## src/rtl/mdio_pkg.sv

```systemverilog
`timescale 1ns/100ps
package mdio_pkg;

    localparam int FRAME_BITS    = 64;
    localparam int PREAMBLE_BITS = 32;
    localparam int IDX_W         = $clog2(FRAME_BITS);
    localparam int TA_FIRST      = 46;
    localparam int DATA_FIRST    = 48;
    localparam int DATA_W        = 16;

    // Field order matches word bits 29:0
    typedef struct packed {
        logic [4:0]        regad;
        logic [4:0]        phyad;
        logic [1:0]        op;
        logic [1:0]        st;
        logic [DATA_W-1:0] data;
    } mdio_cmd_t;

    function automatic logic cmd_is_read(input mdio_cmd_t c);
        return (c.st == 2'b01 && c.op == 2'b10) || (c.st == 2'b00 && c.op[1]);
    endfunction

    function automatic logic [FRAME_BITS-1:0] cmd_frame(input mdio_cmd_t c);
        return {{PREAMBLE_BITS{1'b1}}, c.st, c.op, c.phyad, c.regad, 2'b10, c.data};
    endfunction

endpackage

```

## src/rtl/mdio_mdc_gen.sv

```systemverilog
`timescale 1ns/100ps
module mdio_mdc_gen #(
    parameter int HALF_DIV = 40
) (
    input  logic clk,
    input  logic rst_n,
    input  logic en,
    output logic mdc,
    output logic rise_tick,
    output logic fall_tick
);
    localparam int CNT_W = (HALF_DIV > 1) ? $clog2(HALF_DIV) : 1;
    localparam logic [CNT_W-1:0] LAST = CNT_W'(HALF_DIV - 1);

    typedef struct packed {
        logic [CNT_W-1:0] cnt;
        logic             mdc;
    } div_t;

    div_t q, d;
    logic tick;

    always_comb begin
        d    = q;
        tick = en && (q.cnt == LAST);
        if (!en) begin
            d.cnt = '0;
            d.mdc = 1'b0;
        end else if (tick) begin
            d.cnt = '0;
            d.mdc = ~q.mdc;
        end else begin
            d.cnt = q.cnt + CNT_W'(1);
        end
    end

    always_ff @(posedge clk or negedge rst_n) begin
        if (!rst_n) q <= '0;
        else        q <= d;
    end

    assign mdc       = q.mdc;
    assign rise_tick = tick & ~q.mdc;
    assign fall_tick = tick &  q.mdc;

    AST_MDC_IDLE_LOW: assert property (@(posedge clk) disable iff (!rst_n)
        !en |=> !q.mdc);
    AST_MDC_HALF_HOLD: assert property (@(posedge clk) disable iff (!rst_n)
        (en && q.cnt != LAST) |=> $stable(q.mdc));

endmodule

```

## src/rtl/mdio_frame_engine.sv

```systemverilog
`timescale 1ns/100ps
module mdio_frame_engine
    import mdio_pkg::*;
(
    input  logic              clk,
    input  logic              rst_n,
    input  logic              start,
    input  mdio_cmd_t         cmd,
    input  logic              rise_tick,
    input  logic              fall_tick,
    input  logic              mdio_i,
    output logic              active,
    output logic              done,
    output logic              done_rd,
    output logic [DATA_W-1:0] rd_data,
    output logic              mdio_o,
    output logic              mdio_oe
);
    localparam logic [IDX_W-1:0] LAST_IDX = IDX_W'(FRAME_BITS - 1);
    localparam logic [IDX_W-1:0] TA_IDX   = IDX_W'(TA_FIRST);
    localparam logic [IDX_W-1:0] DATA_IDX = IDX_W'(DATA_FIRST);

    typedef struct packed {
        logic                  active;
        logic                  rd;
        logic [IDX_W-1:0]      idx;
        logic [FRAME_BITS-1:0] frame;
        logic [DATA_W-1:0]     rdsh;
        logic                  mdo;
        logic                  oe;
    } eng_t;

    eng_t q, d;
    logic [IDX_W-1:0] idx_next;
    logic             last_bit;

    always_comb begin
        d        = q;
        idx_next = q.idx + IDX_W'(1);
        last_bit = q.active && fall_tick && (q.idx == LAST_IDX);
        if (start && !q.active) begin
            d.active = 1'b1;
            d.rd     = cmd_is_read(cmd);
            d.idx    = '0;
            d.frame  = cmd_frame(cmd);
            d.mdo    = d.frame[FRAME_BITS-1];
            d.oe     = 1'b1;
            d.rdsh   = '0;
        end else if (q.active) begin
            if (rise_tick && q.rd && q.idx >= DATA_IDX)
                d.rdsh = {q.rdsh[DATA_W-2:0], mdio_i};
            if (fall_tick) begin
                if (last_bit) begin
                    d.active = 1'b0;
                    d.mdo    = 1'b0;
                    d.oe     = 1'b0;
                end else begin
                    d.idx   = idx_next;
                    d.frame = {q.frame[FRAME_BITS-2:0], 1'b0};
                    d.mdo   = q.frame[FRAME_BITS-2];
                    d.oe    = !(q.rd && idx_next >= TA_IDX);
                end
            end
        end
    end

    always_ff @(posedge clk or negedge rst_n) begin
        if (!rst_n) q <= '0;
        else        q <= d;
    end

    assign active  = q.active;
    assign done    = last_bit;
    assign done_rd = last_bit & q.rd;
    assign rd_data = q.rdsh;
    assign mdio_o  = q.mdo;
    assign mdio_oe = q.oe;

    AST_START_LOADS: assert property (@(posedge clk) disable iff (!rst_n)
        (start && !q.active) |=> (q.active && q.idx == '0 && q.oe));
    AST_TA_RELEASE: assert property (@(posedge clk) disable iff (!rst_n)
        (q.active && q.rd && q.idx >= TA_IDX) |-> !q.oe);
    AST_DRIVE_ON_FALL: assert property (@(posedge clk) disable iff (!rst_n)
        (q.active && !fall_tick) |=> $stable(q.mdo));

endmodule

```

## src/rtl/mdio_cmd_regs.sv

```systemverilog
`timescale 1ns/100ps
module mdio_cmd_regs
    import mdio_pkg::*;
(
    input  logic              clk,
    input  logic              rst_n,
    input  logic              reg_wr,
    input  logic [31:0]       reg_wdata,
    input  logic              done,
    input  logic              done_rd,
    input  logic [DATA_W-1:0] rd_data,
    output logic              start,
    output mdio_cmd_t         cmd,
    output logic              busy,
    output logic [31:0]       reg_rdata
);
    typedef struct packed {
        logic      busy;
        mdio_cmd_t fields;
    } regs_t;

    regs_t q, d;
    logic  accept;
    logic  unused_idle_bit;

    assign unused_idle_bit = reg_wdata[30];

    always_comb begin
        d      = q;
        accept = reg_wr && !q.busy;
        start  = accept && reg_wdata[31];
        cmd    = mdio_cmd_t'(reg_wdata[29:0]);
        if (accept) begin
            d.fields = mdio_cmd_t'(reg_wdata[29:0]);
            d.busy   = reg_wdata[31];
        end
        if (done) begin
            d.busy = 1'b0;
            if (done_rd) d.fields.data = rd_data;
        end
    end

    always_ff @(posedge clk or negedge rst_n) begin
        if (!rst_n) q <= '0;
        else        q <= d;
    end

    assign busy      = q.busy;
    assign reg_rdata = {q.busy, ~q.busy, q.fields};

    AST_IGNORE_WHEN_BUSY: assert property (@(posedge clk) disable iff (!rst_n)
        (q.busy && reg_wr && !done) |=> $stable(q.fields));
    AST_BUSY_CLEARS: assert property (@(posedge clk) disable iff (!rst_n)
        done |=> !q.busy);

endmodule

```

## src/rtl/mdio_master.sv

```systemverilog
`timescale 1ns/100ps
module mdio_master
    import mdio_pkg::*;
#(
    parameter int CLK_HZ = 200_000_000,
    parameter int MDC_HZ = 2_500_000
) (
    input  logic        clk,
    input  logic        rst_n,
    input  logic        reg_wr,
    input  logic [31:0] reg_wdata,
    output logic [31:0] reg_rdata,
    output logic        mdc,
    output logic        mdio_o,
    output logic        mdio_oe,
    input  logic        mdio_i
);
    localparam int HALF_DIV = (CLK_HZ + 2 * MDC_HZ - 1) / (2 * MDC_HZ);

    logic              start, busy, active, done, done_rd;
    logic              rise_tick, fall_tick;
    logic [DATA_W-1:0] rd_data;
    mdio_cmd_t         cmd;

    mdio_cmd_regs u_regs (
        .clk       (clk),
        .rst_n     (rst_n),
        .reg_wr    (reg_wr),
        .reg_wdata (reg_wdata),
        .done      (done),
        .done_rd   (done_rd),
        .rd_data   (rd_data),
        .start     (start),
        .cmd       (cmd),
        .busy      (busy),
        .reg_rdata (reg_rdata)
    );

    mdio_mdc_gen #(.HALF_DIV(HALF_DIV)) u_div (
        .clk       (clk),
        .rst_n     (rst_n),
        .en        (active),
        .mdc       (mdc),
        .rise_tick (rise_tick),
        .fall_tick (fall_tick)
    );

    mdio_frame_engine u_eng (
        .clk       (clk),
        .rst_n     (rst_n),
        .start     (start),
        .cmd       (cmd),
        .rise_tick (rise_tick),
        .fall_tick (fall_tick),
        .mdio_i    (mdio_i),
        .active    (active),
        .done      (done),
        .done_rd   (done_rd),
        .rd_data   (rd_data),
        .mdio_o    (mdio_o),
        .mdio_oe   (mdio_oe)
    );

    AST_BUSY_TRACKS_FRAME: assert property (@(posedge clk) disable iff (!rst_n)
        busy == active);

endmodule

```

## config.mk

```make
export PLATFORM = sky130hd
export DESIGN_NAME = mdio_master
export DESIGN_NICKNAME = d
export VERILOG_FILES = /design/src/rtl/mdio_pkg.sv /design/src/rtl/mdio_mdc_gen.sv /design/src/rtl/mdio_frame_engine.sv /design/src/rtl/mdio_cmd_regs.sv /design/src/rtl/mdio_master.sv
export SDC_FILE = /design/constraint.sdc
export NUM_CORES = 1
export LEC_CHECK = 0
export ABC_AREA = 0
export ABC_CLOCK_PERIOD_IN_PS = 2500
export BUFFER_PORTS_ARGS = -buffer_cell sky130_fd_sc_hd__buf_2
export CORE_UTILIZATION = 25
export DETAILED_ROUTE_END_ITERATION = 10
export PLACE_DENSITY = 0.44
export SYNTH_ARGS = -nofsm -noshare
export SYNTH_HDL_FRONTEND = slang
export SYNTH_SLANG_ARGS = --single-unit
```

## constraint.sdc

```tcl
create_clock -name clk -period 2.5 [get_ports clk]
set_input_delay 0.25 -clock clk [delete_from_list [all_inputs] [get_ports clk]]
set_output_delay 0.25 -clock clk [all_outputs]
set_load 0.05 [all_outputs]
```

==> impl_metrics.toml <==
[sta]
setup_violations = 0
slew_headroom_pct = 62.0
whs_ns = 0.0493
finalWorstSetupSlack_ns = 0.292
finalMaxSlewViolations = 0
fin_skew_ns = 0.00660
fin_crit_sh_pct = 88.3
fmax_ghz = 0.453
fin_tns_setup_ns = 0
tightest_slew_ns = 0.569
min_period_ns = 2.21
rsz0062_at_grt = "no"
hold_viol = 0

[worst_setup_path]
r2r_slack_ns = 0.29
crit_path_start_kind = "flip-flop"
path_class = "flip-flop to flip-flop"
end_kind = "flip-flop"
crit_path_top_delay_cell = "dfrtp_1"
r2r.worst_path.cells = 7
critPathMaxStageDelay_ns = 0.37
reg2reg_from = "u_div.q[1]"
critPathLaunch = "u_div.q[1]"
required_ns = 2.83
cp.arrival_ns = 2.53
cp_max_fo = 126
path_cells = "ha_1, and4bb_1, nand4_1, o21ai_4, buf_12, nor2_1, a31oi_1"

[detailed_routing]
drtIter0Drc = 173
wl_mm = 12.0
first_pass_iters = 5
m1WireLength_mm = 5.71
top_layer_used = "met4"
via_per_inst = 4.47
post-route-drc-count = 0
drt-wirelength-per-cell_um = 13.1
wl_met2_mm = 5.72
wl_met3_um = 389
ant_nets = 0
vias = 4102

[logic_synthesis]
synthArstFlopShare_pct = 100
synth.distinct_cells = 38
ys_seq_area_share_pct = 58.1
ys_seq_elements = 127
syn-instance-count = 571
yosys_warnings = 0
syn_nets = 610
synth_compound_area_share_pct = 11.8
synth_xor_area_share_pct = 1.12
avgSynthCellArea_um2 = 9.58
synth_top_family_by_area = "simple AND/OR/NAND/NOR gates"
syn_area_mm2 = 0.00547
synth_fa_ha_area_share_pct = 0.686
synth.area.mux_share_pct = 6.36
synthSimpleGateAreaFrac_pct = 16.0
synth_ff_type = "dfrtp_1"
synth_edf_count = 0

[placed_design]
port_buffers = 69
placed_cells = 886
place_congestion = 0.733
hpwl_mm = 7.78
dpl_cell_area_mm2 = 0.00611
place_ws_ns = 0.305

[cells_and_area]
multi_input_area_mm2 = 0.00200
layout.nets = 670
diodes = 0
layout-drive-gt1-share_pct = 19.4
n_fill_cell = 2233
ff_latch_area_mm2 = 0.00318
postLayoutCellArea_mm2 = 0.00668
syn2layout_area_growth_pct = 22.2
layout.cells.non_filler = 918

[power_and_ir_drop]
intPower_mw = 3.69
sw_frac_of_total_pct = 20.7
power.switching_uw = 961
powerDensity_mw_per_mm2 = 695
ir_worst_vdd_v = 0.000415
leakagePower_nw = 3.21
clkPwrFrac_pct = 51.1
seqPwrFrac_pct = 45.8
pwr-share-comb_pct = 3.1

[grt]
grt_max_degree = 127
antenna_found_initial = 0
grt_use_total_pct = 11.4
grt_pass1_vias = 4081
grt_pass1_wl_mm = 20.0
grt_overflow = 0

[clocking]
cts_buffers = 17
path_clk_slew_ns = 0.05
clockBufferDepth = 2
clkLatencyLatePin_ns = 0.41
h-tree-depth = 4
clock-sinks = 127
cts_tree = "built"
clk_root_buffer_cell = "clkbuf_16"
post_cts_resize_count = 0

[min_path]
min_path_cells = 3
hold_path.class = "input pin to flip-flop"
min_from = "mdio_i"

[run]
max-cap-violations = 0

[die]
die_h_um = 150
core_mm2 = 0.0212
rows = 53
die_x_um = 150
die_area_mm2 = 0.0225
io_pins = 71
start_util_pct = 25.8

[outcome]
status = "complete, no violations"
-- worst max-delay path, delay by kind of cell (launching register included) --
kind                       cells  cell delay, ns
AOI/OAI and AO/OA              2            0.39
adders and majority gates      1            0.21
buffers and inverters          1            0.36
DFF                            1            0.37
and+or+nand+nor                3            0.67
-- synthesized netlist by cell type, drive strengths merged, types with 3 or more instances --
| master | instances | area [µm²] |
|---|---|---|
| o21ai | 23 | 119 |
| inv | 37 | 139 |
| nand2 | 109 | 412 |
| dfrtp | 127 | 3180 |
| xnor2 | 4 | 35.0 |
| nand3 | 6 | 30.0 |
| and2 | 3 | 18.8 |
| mux2i | 19 | 190 |
| a31oi | 61 | 382 |
| xor2 | 3 | 26.3 |
| a21oi | 17 | 85.1 |
| clkbuf | 22 | 82.6 |
| mux2 | 14 | 158 |
| ha | 3 | 37.5 |
| buf | 17 | 100 |
| nor2 | 85 | 319 |
-- placed cells by master, fill, tap and decap left out, drive strengths merged, types with 4 or more instances in the layout --
master and n:
nand2 109, buf 79, mux2 14, mux2i 19, inv 37, nor2 85, clkbuf 25, a31oi 61
dfrtp 127, a21oi 17, nand3 6, o21ai 23, xnor2 4
-- sequential cells by signal, summed over array words and instances, names as in the netlist --
name,count
u_eng.q,70
u_eng.rd_data,16
u_div.mdc,1
u_div.q,6
u_eng.mdio_o,1
u_regs.busy,1
u_regs.reg_rdata,30
u_eng.active,1
u_eng.mdio_oe,1
-- power by group through the flow --
stage          logic (mW)  registers [mW]  clock network [mW]
6_report            0.143            2.13                2.38
5_1_grt             0.166            2.13                2.54
4_1_cts             0.149            2.13                2.45
3_5_place_dp        0.147            2.16                   0
3_3_place_gp        0.143            2.16                   0
2_1_floorplan      0.0455            2.16                   0
-- worst paths after layout --
| check | to |
|---|---|
| max in group asynchronous | u_eng.q[19] |
| min in group asynchronous | u_div.mdc |
| setup / recovery | u_eng.q[73] |
| setup reg to reg | u_eng.q[73] |
| hold / removal | u_eng.rd_data[0] |
| hold reg to reg | u_div.q[1] |
-- per-layer routing --
| metal | track usage [%] | up-vias |
|---|---|---|
| met2 | 18.4 | 57 |
| met5 | 0 | - |
| met4 | 4.24 | 0 |
| met1 | 14.4 | 2000 |
| met3 | 3.23 | 16 |
| li1 | - | 2029 |
-- cell families (layout without fill, tap and decap cells) --
family / count (synthesis) / in the layout
and+or+nand+nor: 216 / 216
buffers and inverters: 76 / 148
AOI/OAI and AO/OA: 109 / 109
adders and majority gates: 3 / 3
xor gates and xnor gates: 7 / 7
DFF: 127 / 127
muxes: 33 / 33
-- area by class of cell --
class | count | share of cell area, %
clock buffers | 25 | 7.26
flip-flops and latches | 127 | 47.5
inverters | 37 | 2.08
multi-input cells | 368 | 29.9
well taps | 275 | 5.15
repair buffers | 80 | 6.85
clock inverters | 6 | 1.24
-- timing repair --
| action | 4_1_cts | 5_1_grt |
|---|---|---|
| hold buffers | 1 | 0 |
| endpoints found under the hold margin | 27 | 0 |
| setup buffers | 0 | 0 |
-- stage by stage --
stage	utilization, %	total power, mW
5_1_grt	31.5	4.84
4_1_cts	31.5	4.73
3_5_place_dp	28.8	2.31
6_report	31.5	4.65
3_3_place_gp	28.8	2.31
2_1_floorplan	-	2.20
(Power assumes the default switching activity.)
